--- config.mk ---
export PLATFORM = sky130hd
export DESIGN_NAME = cellbus_rx_slave
export DESIGN_NICKNAME = d
export VERILOG_FILES = /design/src/rtl/cellbus_pkg.sv /design/src/rtl/cellbus_addr_match.sv /design/src/rtl/cellbus_cell_store.sv /design/src/rtl/cellbus_rx_slave.sv
export SDC_FILE = /design/constraint.sdc
export NUM_CORES = 2
export LEC_CHECK = 0
export BUFFER_PORTS_ARGS = -buffer_cell sky130_fd_sc_hd__buf_2
export CORE_MARGIN = 2
export CORE_UTILIZATION = 44
export DETAILED_ROUTE_END_ITERATION = 6
export PLACE_DENSITY = 0.66
export SYNTH_ARGS = -nofsm -noshare
export SYNTH_HDL_FRONTEND = slang
export SYNTH_HIERARCHICAL = 1
export SYNTH_SLANG_ARGS = --single-unit
--- constraint.sdc ---
create_clock -name clk -period 5.1 [get_ports clk]
set_input_delay 0.255 -clock clk [delete_from_list [all_inputs] [get_ports clk]]
set_output_delay 0.255 -clock clk [all_outputs]
set_load 0.02 [all_outputs]
--- src/rtl/cellbus_pkg.sv ---
package cellbus_pkg;
    parameter int unsigned CB_NUM_PORTS  = 4;
    parameter int unsigned CB_ADDR_W     = 5;
    parameter int unsigned CB_DATA_W     = 8;
    parameter int unsigned CB_CELL_BYTES = 53;
    parameter int unsigned CB_FIFO_CELLS = 2;

    // index width that never collapses to zero bits
    function automatic int unsigned width_of(input int unsigned n);
        return (n > 1) ? $clog2(n) : 1;
    endfunction
endpackage

--- src/rtl/cellbus_addr_match.sv ---
module cellbus_addr_match
    import cellbus_pkg::*;
#(
    parameter int unsigned NUM_PORTS = CB_NUM_PORTS,
    parameter int unsigned ADDR_W    = CB_ADDR_W,
    localparam int unsigned IDX_W    = width_of(NUM_PORTS)
) (
    input  logic [NUM_PORTS*ADDR_W-1:0] tbl,
    input  logic [ADDR_W-1:0]           addr,
    output logic                        hit,
    output logic [IDX_W-1:0]            idx
);
    // lowest port index wins when two ports share an address
    always_comb begin
        hit = 1'b0;
        idx = '0;
        for (int p = NUM_PORTS - 1; p >= 0; p--) begin
            if (tbl[p*ADDR_W +: ADDR_W] == addr) begin
                hit = 1'b1;
                idx = IDX_W'(p);
            end
        end
    end
endmodule

--- src/rtl/cellbus_cell_store.sv ---
module cellbus_cell_store
    import cellbus_pkg::*;
#(
    parameter int unsigned DATA_W     = CB_DATA_W,
    parameter int unsigned CELL_BYTES = CB_CELL_BYTES,
    parameter int unsigned FIFO_CELLS = CB_FIFO_CELLS
) (
    input  logic              clk,
    input  logic              rst_n,
    input  logic              in_valid,
    input  logic              in_sop,
    input  logic [DATA_W-1:0] in_data,
    input  logic              rd_adv,
    output logic              cell_rdy,
    output logic [DATA_W-1:0] rd_byte,
    output logic              rd_first
);
    localparam int unsigned OFF_W  = width_of(CELL_BYTES);
    localparam int unsigned SLOT_W = width_of(FIFO_CELLS);
    localparam int unsigned CNT_W  = $clog2(FIFO_CELLS + 1);
    localparam int unsigned DEPTH  = CELL_BYTES * FIFO_CELLS;
    localparam int unsigned MA_W   = width_of(DEPTH);
    localparam logic [OFF_W-1:0]  OFF_LAST  = OFF_W'(CELL_BYTES - 1);
    localparam logic [SLOT_W-1:0] SLOT_LAST = SLOT_W'(FIFO_CELLS - 1);
    localparam logic [CNT_W-1:0]  CNT_FULL  = CNT_W'(FIFO_CELLS);

    typedef struct packed {
        logic              wr_act;
        logic [OFF_W-1:0]  wr_off;
        logic [SLOT_W-1:0] wr_slot;
        logic [OFF_W-1:0]  rd_off;
        logic [SLOT_W-1:0] rd_slot;
        logic [CNT_W-1:0]  cnt;
    } store_t;

    store_t st_d, st_q;
    logic [DATA_W-1:0] mem [DEPTH];
    logic              mem_we;
    logic [MA_W-1:0]   mem_wa;
    logic              push, pop;

    function automatic logic [MA_W-1:0] slot_addr(input logic [SLOT_W-1:0] s,
                                                 input logic [OFF_W-1:0]  o);
        return MA_W'(s) * MA_W'(CELL_BYTES) + MA_W'(o);
    endfunction

    function automatic logic [SLOT_W-1:0] slot_next(input logic [SLOT_W-1:0] s);
        return (s == SLOT_LAST) ? '0 : s + 1'b1;
    endfunction

    always_comb begin
        st_d   = st_q;
        mem_we = 1'b0;
        mem_wa = slot_addr(st_q.wr_slot, st_q.wr_off);
        push   = 1'b0;
        pop    = 1'b0;
        if (in_valid) begin
            if (in_sop) begin
                // a start marker always restarts the slot; partial data is lost
                mem_wa      = slot_addr(st_q.wr_slot, '0);
                st_d.wr_off = '0;
                st_d.wr_act = 1'b0;
                if (st_q.cnt != CNT_FULL) begin
                    mem_we      = 1'b1;
                    st_d.wr_act = 1'b1;
                    st_d.wr_off = OFF_W'(1);
                end
            end else if (st_q.wr_act) begin
                mem_we = 1'b1;
                if (st_q.wr_off == OFF_LAST) begin
                    st_d.wr_act  = 1'b0;
                    st_d.wr_off  = '0;
                    st_d.wr_slot = slot_next(st_q.wr_slot);
                    push         = 1'b1;
                end else begin
                    st_d.wr_off = st_q.wr_off + 1'b1;
                end
            end
        end
        if (rd_adv && (st_q.cnt != '0)) begin
            if (st_q.rd_off == OFF_LAST) begin
                st_d.rd_off  = '0;
                st_d.rd_slot = slot_next(st_q.rd_slot);
                pop          = 1'b1;
            end else begin
                st_d.rd_off = st_q.rd_off + 1'b1;
            end
        end
        st_d.cnt = st_q.cnt + CNT_W'(push) - CNT_W'(pop);
    end

    always_ff @(posedge clk or negedge rst_n) begin
        if (!rst_n) st_q <= '0;
        else        st_q <= st_d;
    end

    always_ff @(posedge clk) begin
        if (mem_we) mem[mem_wa] <= in_data;
    end

    assign cell_rdy = (st_q.cnt != '0);
    assign rd_byte  = mem[slot_addr(st_q.rd_slot, st_q.rd_off)];
    assign rd_first = (st_q.rd_off == '0);
endmodule

--- src/rtl/cellbus_rx_slave.sv ---
module cellbus_rx_slave
    import cellbus_pkg::*;
#(
    parameter int unsigned NUM_PORTS  = CB_NUM_PORTS,
    parameter int unsigned ADDR_W     = CB_ADDR_W,
    parameter int unsigned DATA_W     = CB_DATA_W,
    parameter int unsigned CELL_BYTES = CB_CELL_BYTES,
    parameter int unsigned FIFO_CELLS = CB_FIFO_CELLS
) (
    input  logic                        clk,
    input  logic                        rst_n,
    input  logic [NUM_PORTS*ADDR_W-1:0] port_addr,
    input  logic [NUM_PORTS-1:0]        line_valid,
    input  logic [NUM_PORTS-1:0]        line_sop,
    input  logic [NUM_PORTS*DATA_W-1:0] line_data,
    input  logic [ADDR_W-1:0]           rx_addr,
    input  logic                        rx_enb,
    output logic                        rx_clav,
    output logic                        rx_clav_oe,
    output logic [DATA_W-1:0]           rx_data,
    output logic                        rx_par,
    output logic                        rx_soc,
    output logic                        rx_bus_oe
);
    localparam int unsigned IDX_W = width_of(NUM_PORTS);

    typedef struct packed {
        logic              enb;
        logic [ADDR_W-1:0] addr;
        logic              hit;
        logic              avail;
        logic              sel_vld;
        logic [IDX_W-1:0]  sel_idx;
        logic              out_vld;
        logic [DATA_W-1:0] out_data;
        logic              out_soc;
    } ctl_t;

    ctl_t st_d, st_q;

    logic [NUM_PORTS-1:0]             cell_rdy;
    logic [NUM_PORTS-1:0]             rd_first;
    logic [NUM_PORTS-1:0]             rd_adv;
    logic [NUM_PORTS-1:0][DATA_W-1:0] rd_byte;
    logic                             poll_hit, sel_hit;
    logic [IDX_W-1:0]                 poll_idx, sel_idx;

    for (genvar g = 0; g < NUM_PORTS; g++) begin : g_store
        cellbus_cell_store #(
            .DATA_W    (DATA_W),
            .CELL_BYTES(CELL_BYTES),
            .FIFO_CELLS(FIFO_CELLS)
        ) store_i (
            .clk     (clk),
            .rst_n   (rst_n),
            .in_valid(line_valid[g]),
            .in_sop  (line_sop[g]),
            .in_data (line_data[g*DATA_W +: DATA_W]),
            .rd_adv  (rd_adv[g]),
            .cell_rdy(cell_rdy[g]),
            .rd_byte (rd_byte[g]),
            .rd_first(rd_first[g])
        );
    end

    // current address for polling, last cycle's address for selection
    cellbus_addr_match #(.NUM_PORTS(NUM_PORTS), .ADDR_W(ADDR_W)) poll_match_i (
        .tbl(port_addr), .addr(rx_addr), .hit(poll_hit), .idx(poll_idx)
    );
    cellbus_addr_match #(.NUM_PORTS(NUM_PORTS), .ADDR_W(ADDR_W)) sel_match_i (
        .tbl(port_addr), .addr(st_q.addr), .hit(sel_hit), .idx(sel_idx)
    );

    always_comb begin
        st_d       = st_q;
        rd_adv     = '0;
        st_d.enb   = rx_enb;
        st_d.addr  = rx_addr;
        st_d.hit   = poll_hit;
        st_d.avail = poll_hit & cell_rdy[poll_idx];
        if (!rx_enb) begin
            if (st_q.enb) begin
                st_d.sel_vld = sel_hit;
                st_d.sel_idx = sel_idx;
            end
            if (st_d.sel_vld && cell_rdy[st_d.sel_idx]) begin
                st_d.out_vld            = 1'b1;
                st_d.out_data           = rd_byte[st_d.sel_idx];
                st_d.out_soc            = rd_first[st_d.sel_idx];
                rd_adv[st_d.sel_idx]    = 1'b1;
            end else begin
                st_d.out_vld = 1'b0;
                st_d.out_soc = 1'b0;
            end
        end
    end

    always_ff @(posedge clk or negedge rst_n) begin
        if (!rst_n) begin
            st_q     <= '0;
            st_q.enb <= 1'b1;
        end else begin
            st_q <= st_d;
        end
    end

    assign rx_clav    = st_q.avail;
    assign rx_clav_oe = st_q.hit;
    assign rx_data    = st_q.out_data;
    assign rx_par     = ~^st_q.out_data;
    assign rx_soc     = st_q.out_soc;
    assign rx_bus_oe  = st_q.out_vld;
endmodule

==> results.json <==
{
  "p_per_area_nw_per_um2": 371,
  "gp_congestion": 0.855,
  "p_leak_nw": 49.5,
  "fillCellCount": 25236,
  "whs_ns": 0.0793,
  "clockBufferDepth": 4,
  "worst_path_dominant_cell_family": "compound AO/OA/AOI/OAI gates",
  "hold_path_class": "in2reg",
  "ys_ff_latch": 3481,
  "synth-main-ff-cell": "edfxtp_1",
  "slowest_delay_ns": 0.78,
  "hold_path_end": "g_store[0].store_i/mem[13][3]",
  "gr-total-overflow": 0,
  "critPathKind": "reg2reg",
  "cts.repair_timing.setup_buffer_count": 0,
  "die_w_um": 568,
  "timing.critical_path.mode_cell": "o22ai_1",
  "wl_um": 326000,
  "finalHoldViolCount": 0,
  "io_pins": 81,
  "netlist_instances": 7608,
  "timing.rr.start": "g_store[3].store_i/st_q[2]",
  "worstSetupStartpointType": "register",
  "htreeDepth": 5,
  "cts-resized-gates": 0,
  "synth_cell_types": 69,
  "status": "completed",
  "critical_path_buf_inv_count": 0,
  "wire_per_inst_um": 26.4,
  "netlist_area_um2": 140000,
  "worstPathCellList": "ha_1 -> a31oi_4 -> xnor2_1 -> nand2b_1 -> o22ai_1 -> o22ai_1 -> a41o_1 -> and2_0 -> a211oi_1 -> a31oi_1 -> mux2_4",
  "drv_cap": 0,
  "antenna_found_initial": 8,
  "clock_latency_ns": 0.93,
  "antenna_left": 0,
  "ff2ff_setup_slack_ns": 0.19,
  "fin_crit_sh": 0.963,
  "ff2ff_path_depth": 11,
  "grt_max_degree": 107,
  "multiInputGateArea_um2": 33700,
  "drc": 0,
  "reg2reg_to": "rx_data[6]",
  "synth_area_leader_cell": "edfxtp_1",
  "fmax_mhz": 204,
  "row_count": 206,
  "drv_slew": 0,
  "dp_hpwl_um": 198000,
  "rsz0062_at_grt": "no",
  "register_area_um2": 104000,
  "worst_ep_required_time_ns": 5.89,
  "layout.nets": 8025,
  "grt_pass1_wl_um": 485000,
  "areaGrowthSynthToFinish_pct": 12.6,
  "dieArea_um2": 322000,
  "numClockSinks": 3481,
  "end_kind": "register",
  "setup_viol": 0,
  "synth_top_area_frac": 0.729,
  "io_buffers": 80,
  "maxSlewHeadroom": 0.151,
  "synth_area_leaders": "edfxtp_1, mux4_2, nand2_1",
  "layout_min_cycle_time_ns": 4.91,
  "cts_buffers": 350,
  "yosysWarnings": 6,
  "die_y_um": 568,
  "path_clk_slew_ns": 0.06,
  "yosys-top-cells-count": "edfxtp_1, nand2_1, mux4_2",
  "grt_pass1_vias": 73421,
  "fin_tns_setup_ns": 0,
  "power_mw": 58.4,
  "root_buffer": "clkbuf_16",
  "core_um2": 315000,
  "drt_iter0_markers": 8012,
  "arrival_ns": 5.70,
  "ir_worst_vdd_mv": 0.330,
  "critical_path.slowest_cell": "xnor2_1",
  "hold_depth": 1,
  "tightest_slew_ns": 1.27,
  "firstDrtPassIters": 6,
  "grt_use_total": 0.199,
  "yosysMostFrequentCell": "edfxtp_1",
  "min_from": "line_data[3]",
  "vias": 72644,
  "async_flop_share": 0.0256,
  "drive_above_1_share": 0.197,
  "cts_tree": "done",
  "seq_area_frac_synth": 0.744,
  "worstPathMaxFanout": 9,
  "skew_ns": 0.0571,
  "synth_edf_count": 3392,
  "synth_nets": 7740,
  "syn_area_per_cell_um2": 18.4,
  "initial_utilization": 0.443,
  "via_per_inst": 5.88
}
==> report_power, final <==
part / leakage [nW] / internal [mW] / total [mW] / switching, mW
logic: 12.3 / 0.335 / 1.37 / 1.04
registers: 31.6 / 31.5 / 31.5 / 0.0506
clock network: 5.55 / 14.8 / 25.5 / 10.7
total: 49.5 / 46.6 / 58.4 / 11.8
==> final cells by class <==
| cell class | count | area share |
|---|---|---|
| Sequential cell | 3481 | 0.661 |
| Multi-Input combinational cell | 3688 | 0.214 |
| Clock buffer | 433 | 0.0591 |
| Tap cell | 4160 | 0.0330 |
| Timing Repair Buffer | 334 | 0.0187 |
| Clock inverter | 209 | 0.0132 |
| Inverter | 38 | 0.000906 |
| Antenna cell | 5 | 0.0000794 |
==> through the flow <==
step                      utilization  area [um2]  setup WS, ns  std cells
after global placement          0.462      146000         0.286      11659
final                           0.499      157000         0.189      12348
after floorplan                     -      140000          1.21       7608
after detailed placement        0.462      146000         0.257      11659
after CTS                       0.499      157000         0.258      12343
after global routing            0.499      157000        0.0410      12344
==> layer usage <==
metal,vias to the layer above,GRT usage,wire length (um)
li1,31076,-,-
met1,38145,0.276,134000
met2,2890,0.325,159000
met3,525,0.0333,23200
met4,8,0.0569,9380
met5,-,0,48
==> registers in the layout, summed over array words and instances (netlist names) <==
register and cells:
rx_data 8, rx_bus_oe 1, rx_clav_oe 1, g_store.store_i/st_q 68
g_store.store_i/mem 3392, st_q 9, rx_clav 1, rx_soc 1
==> worst max path at each step <==
| stage | slack [ns] | cells after the start | endpoint | startpoint |
|---|---|---|---|---|
| after floorplan | 1.21 | 21 | g_store[2].store_i/st_q[1] | st_q[16] |
| after global placement | 0.29 | 18 | g_store[2].store_i/st_q[1] | st_q[17] |
| after detailed placement | 0.26 | 18 | g_store[2].store_i/st_q[1] | st_q[16] |
| after CTS | 0.26 | 18 | g_store[2].store_i/st_q[1] | st_q[16] |
| after global routing | 0.04 | 18 | g_store[2].store_i/st_q[1] | st_q[16] |
| final | 0.19 | 11 | rx_data[6] | g_store[3].store_i/st_q[2] |
==> kinds of logic (layout without fill, tap and decap cells) <==
| kind of cell | count (synthesis) | after routing | share of synthesized area |
|---|---|---|---|
| multiplexers | 947 | 947 | 0.133 |
| XOR/XNOR | 134 | 134 | 0.00861 |
| AO/OA/AOI/OAI | 676 | 676 | 0.0337 |
| other | 0 | 5 | 0 |
| AND/OR/NAND/NOR | 1867 | 1867 | 0.0587 |
| adder cells (fa/ha/maj) | 64 | 64 | 0.00573 |
| flip-flops | 3481 | 3481 | 0.744 |
| buffers and inverters | 439 | 1014 | 0.0161 |
==> repair_timing <==
item,in CTS,in global routing
hold buffers,42,0
hold endpoints to repair,666,0
endpoints found under the setup margin,0,0
==> layout by cell type (no fill, tap or decap), drive strengths merged, types with 22 or more instances in the layout <==
| master | n |
|---|---|
| nand3 | 236 |
| xor2 | 54 |
| a32oi | 62 |
| nand2 | 772 |
| and2 | 30 |
| dfrtp | 88 |
| nor2b | 106 |
| dlygate4sd3 | 41 |
| a31oi | 76 |
| xnor2 | 80 |
| inv | 52 |
| mux4 | 719 |
| o211ai | 61 |
| nor2 | 549 |
| o22ai | 98 |
| buf | 293 |
| mux2 | 39 |
| clkbuf | 433 |
| o21ai | 124 |
| nand4 | 34 |
| nand2b | 29 |
| mux2i | 189 |
| o31ai | 22 |
| bufinv | 35 |
| clkinv | 147 |
| edfxtp | 3392 |
| o2111ai | 32 |
| or4 | 32 |
| a21oi | 31 |
| ha | 64 |
| o21a | 33 |
| a211oi | 83 |
(Power assumes the default switching activity.)
